**config.mk**
```make
export PLATFORM = sky130hd
export DESIGN_NAME = gmp_top
export DESIGN_NICKNAME = d
export VERILOG_FILES = /design/src/rtl/gmp_pkg.sv /design/src/rtl/gmp_decode.sv /design/src/rtl/gmp_sync.sv /design/src/rtl/gmp_regs.sv /design/src/rtl/gmp_rdmux.sv /design/src/rtl/gmp_top.sv
export SDC_FILE = /design/constraint.sdc
export NUM_CORES = 1
export LEC_CHECK = 0
export ABC_AREA = 1
export ABC_CLOCK_PERIOD_IN_PS = 800
export BUFFER_PORTS_ARGS = -buffer_cell sky130_fd_sc_hd__buf_2
export CORE_ASPECT_RATIO = 1.1
export CORE_MARGIN = 3
export CORE_UTILIZATION = 43
export CTS_BUF_LIST = sky130_fd_sc_hd__clkbuf_2 sky130_fd_sc_hd__clkbuf_4 sky130_fd_sc_hd__clkbuf_8
export DETAILED_ROUTE_END_ITERATION = 12
export PLACE_DENSITY = 0.77
export SLEW_MARGIN = 20
export SYNTH_ARGS = -nofsm -noshare
export SYNTH_HDL_FRONTEND = slang
export SYNTH_SLANG_ARGS = --single-unit
```
**constraint.sdc**
```tcl
create_clock -name clk -period 0.8 [get_ports clk]
set_input_delay 0.04 -clock clk [delete_from_list [all_inputs] [get_ports clk]]
set_output_delay 0.04 -clock clk [all_outputs]
set_load 0.005 [all_outputs]
```
**src/rtl/gmp_pkg.sv**
```systemverilog
package gmp_pkg;

   // Register selected by the current bus address
   typedef enum logic [1:0] {
      SEL_NONE = 2'd0,
      SEL_DATA = 2'd1,
      SEL_DIR  = 2'd2
   } gmp_sel_e;

endpackage

```
**src/rtl/gmp_decode.sv**
```systemverilog
module gmp_decode
   import gmp_pkg::*;
#(
   parameter int NUM_PINS   = 8,
   parameter int ADDR_W     = 12,
   parameter int MASK_LSB   = 2,
   parameter int DIR_OFFSET = 'h400
) (
   input  logic [ADDR_W-1:0]   addr,
   output gmp_sel_e            sel,
   output logic [NUM_PINS-1:0] mask
);

   localparam int WIN_BITS = MASK_LSB + NUM_PINS;
   localparam logic [ADDR_W-1:0] DIR_ADDR = ADDR_W'(DIR_OFFSET);

   // elaboration-time parameter checks
   if (MASK_LSB < 1) begin : g_bad_lsb
      $error("gmp_decode: MASK_LSB must be at least 1");
   end
   if (ADDR_W <= WIN_BITS) begin : g_bad_aw
      $error("gmp_decode: ADDR_W must exceed MASK_LSB + NUM_PINS");
   end
   if (DIR_OFFSET < (1 << WIN_BITS)) begin : g_bad_dir
      $error("gmp_decode: direction register overlaps the data window");
   end

   logic in_window;
   logic is_dir;
   logic unused_low;

   // the byte lane bits never take part in decoding
   assign unused_low = ^addr[MASK_LSB-1:0];

   assign in_window = (addr[ADDR_W-1:WIN_BITS] == '0);
   assign is_dir    = (addr[ADDR_W-1:MASK_LSB] == DIR_ADDR[ADDR_W-1:MASK_LSB]);

   always_comb begin
      if (in_window)   sel = SEL_DATA;
      else if (is_dir) sel = SEL_DIR;
      else             sel = SEL_NONE;
   end

   assign mask = in_window ? addr[MASK_LSB +: NUM_PINS] : '0;

endmodule

```
**src/rtl/gmp_sync.sv**
```systemverilog
module gmp_sync #(
   parameter int NUM_PINS    = 8,
   parameter int SYNC_STAGES = 2,
   parameter bit SYNC_RESET  = 1'b1
) (
   input  logic                clk,
   input  logic                rst_n,
   input  logic [NUM_PINS-1:0] d_async,
   output logic [NUM_PINS-1:0] q_sync
);

   if (SYNC_STAGES < 2) begin : g_bad_stages
      $error("gmp_sync: at least two stages are required");
   end

   logic [NUM_PINS-1:0] stage_q [SYNC_STAGES];

   for (genvar s = 0; s < SYNC_STAGES; s++) begin : g_stage
      logic [NUM_PINS-1:0] stage_d;
      if (s == 0) begin : g_first
         assign stage_d = d_async;
      end else begin : g_next
         assign stage_d = stage_q[s-1];
      end

      if (SYNC_RESET) begin : g_rst
         always_ff @(posedge clk or negedge rst_n) begin
            if (!rst_n) stage_q[s] <= '0;
            else        stage_q[s] <= stage_d;
         end
      end else begin : g_norst
         always_ff @(posedge clk) begin
            stage_q[s] <= stage_d;
         end
      end
   end

   assign q_sync = stage_q[SYNC_STAGES-1];

endmodule

```
**src/rtl/gmp_regs.sv**
```systemverilog
module gmp_regs
   import gmp_pkg::*;
#(
   parameter int NUM_PINS = 8
) (
   input  logic                clk,
   input  logic                rst_n,
   input  logic                we,
   input  gmp_sel_e            sel,
   input  logic [NUM_PINS-1:0] mask,
   input  logic [NUM_PINS-1:0] wdata,
   output logic [NUM_PINS-1:0] dir_q,
   output logic [NUM_PINS-1:0] out_q
);

   logic                dir_wr;
   logic                data_wr;
   logic [NUM_PINS-1:0] bit_wr;

   assign dir_wr  = we && (sel == SEL_DIR);
   assign data_wr = we && (sel == SEL_DATA);

   // a data bit changes only when addressed and configured as output
   for (genvar i = 0; i < NUM_PINS; i++) begin : g_bit
      assign bit_wr[i] = data_wr && mask[i] && dir_q[i];

      always_ff @(posedge clk or negedge rst_n) begin
         if (!rst_n) begin
            dir_q[i] <= 1'b0;
            out_q[i] <= 1'b0;
         end else begin
            if (dir_wr)    dir_q[i] <= wdata[i];
            if (bit_wr[i]) out_q[i] <= wdata[i];
         end
      end
   end

   logic [NUM_PINS-1:0] addr_mask;
   assign addr_mask = (we && sel == SEL_DATA) ? mask : '0;

   AST_MASKED_BITS_HOLD: assert property (@(posedge clk) disable iff (!rst_n)
      1'b1 |=> ((out_q ^ $past(out_q)) & ~$past(addr_mask)) == '0);

   AST_INPUT_BITS_HOLD: assert property (@(posedge clk) disable iff (!rst_n)
      1'b1 |=> ((out_q ^ $past(out_q)) & ~$past(dir_q)) == '0);

   AST_IDLE_NO_CHANGE: assert property (@(posedge clk) disable iff (!rst_n)
      (!we || sel == SEL_NONE) |=> ($stable(out_q) && $stable(dir_q)));

endmodule

```
**src/rtl/gmp_rdmux.sv**
```systemverilog
module gmp_rdmux
   import gmp_pkg::*;
#(
   parameter int NUM_PINS = 8
) (
   input  logic                clk,
   input  logic                rst_n,
   input  gmp_sel_e            sel,
   input  logic [NUM_PINS-1:0] mask,
   input  logic [NUM_PINS-1:0] dir_q,
   input  logic [NUM_PINS-1:0] out_q,
   input  logic [NUM_PINS-1:0] in_sync,
   output logic [NUM_PINS-1:0] rdata
);

   logic [NUM_PINS-1:0] level;

   // outputs read back what they drive, inputs read the synchronized pad
   for (genvar i = 0; i < NUM_PINS; i++) begin : g_level
      assign level[i] = dir_q[i] ? out_q[i] : in_sync[i];
   end

   always_comb begin
      unique case (sel)
         SEL_DATA: rdata = level & mask;
         SEL_DIR:  rdata = dir_q;
         default:  rdata = '0;
      endcase
   end

   AST_READ_MASKED_ZERO: assert property (@(posedge clk) disable iff (!rst_n)
      (sel == SEL_DATA) |-> ((rdata & ~mask) == '0));

   AST_UNMAPPED_ZERO: assert property (@(posedge clk) disable iff (!rst_n)
      (sel == SEL_NONE) |-> (rdata == '0));

endmodule

```
**src/rtl/gmp_top.sv**
```systemverilog
module gmp_top
   import gmp_pkg::*;
#(
   parameter int NUM_PINS    = 8,
   parameter int ADDR_W      = 12,
   parameter int MASK_LSB    = 2,
   parameter int DIR_OFFSET  = 'h400,
   parameter int SYNC_STAGES = 2,
   parameter bit SYNC_RESET  = 1'b1
) (
   input  logic                clk,
   input  logic                rst_n,
   input  logic [ADDR_W-1:0]   bus_addr,
   input  logic                bus_we,
   input  logic [NUM_PINS-1:0] bus_wdata,
   output logic [NUM_PINS-1:0] bus_rdata,
   input  logic [NUM_PINS-1:0] pin_in,
   output logic [NUM_PINS-1:0] pin_out,
   output logic [NUM_PINS-1:0] pin_oe,
   output logic [NUM_PINS-1:0] pin_sync
);

   gmp_sel_e            sel;
   logic [NUM_PINS-1:0] mask;
   logic [NUM_PINS-1:0] dir_q;
   logic [NUM_PINS-1:0] out_q;
   logic [NUM_PINS-1:0] in_sync;

   gmp_decode #(
      .NUM_PINS   (NUM_PINS),
      .ADDR_W     (ADDR_W),
      .MASK_LSB   (MASK_LSB),
      .DIR_OFFSET (DIR_OFFSET)
   ) u_decode (
      .addr (bus_addr),
      .sel  (sel),
      .mask (mask)
   );

   gmp_regs #(
      .NUM_PINS (NUM_PINS)
   ) u_regs (
      .clk   (clk),
      .rst_n (rst_n),
      .we    (bus_we),
      .sel   (sel),
      .mask  (mask),
      .wdata (bus_wdata),
      .dir_q (dir_q),
      .out_q (out_q)
   );

   gmp_sync #(
      .NUM_PINS    (NUM_PINS),
      .SYNC_STAGES (SYNC_STAGES),
      .SYNC_RESET  (SYNC_RESET)
   ) u_sync (
      .clk     (clk),
      .rst_n   (rst_n),
      .d_async (pin_in),
      .q_sync  (in_sync)
   );

   gmp_rdmux #(
      .NUM_PINS (NUM_PINS)
   ) u_rdmux (
      .clk     (clk),
      .rst_n   (rst_n),
      .sel     (sel),
      .mask    (mask),
      .dir_q   (dir_q),
      .out_q   (out_q),
      .in_sync (in_sync),
      .rdata   (bus_rdata)
   );

   assign pin_out  = out_q;
   assign pin_oe   = dir_q;
   assign pin_sync = in_sync;

endmodule

```
==> metrics list <==
- The flow ran to the end, but the final reports show violations.
* Violations in the final reports: setup timing
- Buffer depth of the longest clock path: 2
* Fmax achieved: 721 MHz
- Setup slack on the worst reg-to-reg path comes out at -0.35 ns.
* Worst Tran Pin Value: approximately 0.38 ns
* Max rail drop VDD: 1.24 mV
- CP bufs+invs: 2
* Syn-to-layout area delta: 97.3%
- The worst path in the final design needs a cycle of roughly 1.4 ns, including I/O delays and setup.
* Syn_nets: 186
- The final hold violation count is 0.
* Worst-skew pair later-pin latency: 0.33 ns
- Slowest cell on the critical path: dfrtp_2
- Entering global routing, the biggest net connects 33 pins.
- The number of antenna violations at the first check in global routing is 0.
* Count of mapped cells out of synthesis: between 150 and 200
* Final setup slack of the worst path: -0.587 ns
* Die span in x: between 60 and 70 µm
- Excluding fillers, the count of instances in the completed layout stands at between 300 and 400.
- Utilization after layout: 0.891
- Dividing total power by cell area gives a power density of about 1200 nW/µm².
- Residual overflow from global routing: 0
- Wire length of the first global-routing pass: a little over 9 mm
* TritonCTS clock tree: built
- Summing all placed instances gives a cell area of around 2000 µm².
* Delay contributed by the slowest stage of the critical path: about 0.46 ns
* Die area: a little under 4000 µm²
- At the worst endpoint, the required time is roughly 0.76 ns.
* Syn. warnings: 0
- Number of H-tree branching levels: 2
- STA classifies the critical path startpoint as a flop.
* Number of cell rows: 21
- Starting Density: 0.451
- Most used cells in the layout excluding fill and tap cells: 48 x buf_2, 37 x buf_6, 31 x nand2_1, 29 x buf_4, 28 x dfrtp_1
- The net count of the finished layout is about 320.
- Power comes to about 3400 µW.
- Syn_area_per_cell: 8.95 µm²
* Routability congestion estimate: ~0.8
- Routed WL: 7.38 mm
- Grouping stages by cell kind, the critical path spends the most delay in flip-flops.
- Setup repair after global routing could not meet its margin everywhere.
- Final antenna diode count: 0
- Setup violations remaining at the end of the flow were counted as 46.
- Fraction of the yosys area taken by sequential cells: 0.577
* Root buffer selected by CTS: clkbuf_4
* I/O pin total: 63
- Worst Path Max Fanout: 4
- Fill cells: 127
* Max-capacitance violation count: 0
- Via density per instance: ~6.0
- The critical path is of the reg2out type.
- Rel. slew slack: 0.746
- In the routed design, unresolved DRC markers number 0.
- Port buffering added 60 buffers.
- The worst setup path is captured at a primary output.
- In the finished design, the share of the clock period the worst path needs comes to 1.73.
- With fillers left out, the area of the finished cells amounts to roughly 2700 µm².
* Count of cell types in the netlist: 14
- Across every metal layer, demand over resource in global routing totals 0.318.
- Endpoint arrival time on the critical path: 1.35 ns
* Final Max Tran Viols: 0
- Post-Place Setup Slack: -0.264 ns
* Sinks on Clock Net: 32
- Fraction of layout instances using a drive strength above 1: 0.608
* Number of buffers inserted during clock tree synthesis: 5
- The tightest min-delay check is of the in2reg type.
- Vias in the first global route: roughly 1800
* Clock input transition at the sequential cells of the worst setup and hold paths: between 0.1 and 0.15 ns
- Once detailed placement completed, the half-perimeter wirelength came to roughly 2.8 mm.
- Leading cell type in the layout, fill and taps excluded: buf_2
- The region available for standard cell placement spans 3070 µm².
* Post-Place Cells: ~290
- Total vias in the final route: 1950
* Library cell appearing most often on the critical path: nand2_2
- Registers take 806 µm².
- Number of DRC markers after the initial detailed-route iteration: between 150 and 200
- After synthesis the cells add up to roughly 1400 µm².
- Synthesis-stage register bit count: 32
- The die is roughly 66 µm tall.
- Standby leakage power: 0.00140 µW
- Number of iterations in the first detailed-routing pass: 5
- After detailed routing, the average wire length per cell comes to between 20 and 25 µm.
- Area used by multi-input combinational logic: between 600 and 700 µm²
- The critical path goes through inv_2, nand2_2, nand2_2, nand3_2, o21ai_2, buf_2.
- In this run the remaining antenna-violating nets after routing total 0.
* Final worst clock skew: 0.00575 ns
## state kept, by name, summed over array words and instances (netlist names)
| signal | flops |
|---|---|
| u_sync.g_stage.stage_d | 8 |
| u_regs.out_q | 8 |
| u_regs.dir_q | 8 |
| u_sync.q_sync | 8 |
## final timing paths
kind | start | endpoint | depth (start not counted)
worst max-delay path | u_regs.dir_q[5]$_DFFE_PN0P_ | bus_rdata[5] | 6
worst min-delay path | bus_addr[9] | u_regs.out_q[7]$_DFFE_PN0P_ | 3
worst max register to register | u_regs.dir_q[1]$_DFFE_PN0P_ | u_regs.out_q[1]$_DFFE_PN0P_ | 6
worst min register to register | u_sync.g_stage[1].stage_d[6]$_DFF_PN0_ | u_sync.q_sync[6]$_DFF_PN0_ | 0
max in group asynchronous | rst_n | u_regs.dir_q[7]$_DFFE_PN0P_ | 3
min in group asynchronous | rst_n | u_sync.q_sync[2]$_DFF_PN0_ | 3
## cell usage after synthesis (all sizes together)
| master | count | area (µm²) |
|---|---|---|
| nor2 | 5 | 18.8 |
| nand3 | 17 | 85.1 |
| inv | 21 | 78.8 |
| buf | 3 | 23.8 |
| nand4 | 8 | 50.1 |
| nor3b | 1 | 18.8 |
| dfrtp | 32 | 801 |
| o21ai | 18 | 116 |
| nand2 | 50 | 195 |
## power by group
group	switching, µW	leakage (µW)	total (µW)	internal, µW
Combinational	296	0.000959	582	286
Clock	604	0.0000394	1110	502
Sequential	40.0	0.000403	1710	1670
Total	940	0.00140	3400	2460
## cell families (layout without fill, tap and decap cells)
family / after synthesis / after routing / share of synthesized area
AO/OA/AOI/OAI: 18 / 18 / 0.0839
buffers and inverters: 24 / 162 / 0.0739
flip-flops: 32 / 32 / 0.577
AND/OR/NAND/NOR: 81 / 81 / 0.265
## stage by stage
step           TNS (ns)  hold slack (ns)
3_3_place_gp      -3.80          0.00640
6_report         -11.06           0.0433
5_1_grt          -12.34           0.0396
4_1_cts           -8.31           0.0309
2_1_floorplan         0           -0.256
3_5_place_dp      -4.30          0.00992
## layer usage
| metal | track usage | vias to the layer above | wire [µm] |
|---|---|---|---|
| li1 | - | 771 | - |
| met1 | 0.379 | 918 | 2690 |
| met2 | 0.531 | 211 | 3500 |
| met3 | 0.0884 | 50 | 740 |
| met4 | 0.125 | 0 | 439 |
| met5 | 0 | - | 0 |
## final cells by class
| class | instances | share of cell area |
|---|---|---|
| inverter | 21 | 0.0288 |
| multi-input combinational | 99 | 0.245 |
| tap | 34 | 0.0155 |
| sequential | 32 | 0.294 |
| clock buffer | 8 | 0.0242 |
| timing repair buffer | 133 | 0.393 |
## worst register-to-register path: stages (launching register included)
cell and delay, ns:
dfrtp_1 0.45, buf_4 0.16, buf_6 0.11, buf_6 0.12
nand3_4 0.09, nand2_2 0.07, o21ai_2 0.07
## timing repair
action / 4_1_cts / 5_1_grt
setup endpoints to repair: 40 / 48
hold endpoints to repair: 56 / 0
setup buffers: 8 / 11
hold buffers: 18 / 0
resized for setup: 48 / 53
cloned: 0 / 0
pin swaps: 5 / 8
Power figures use the tool's default switching activity.
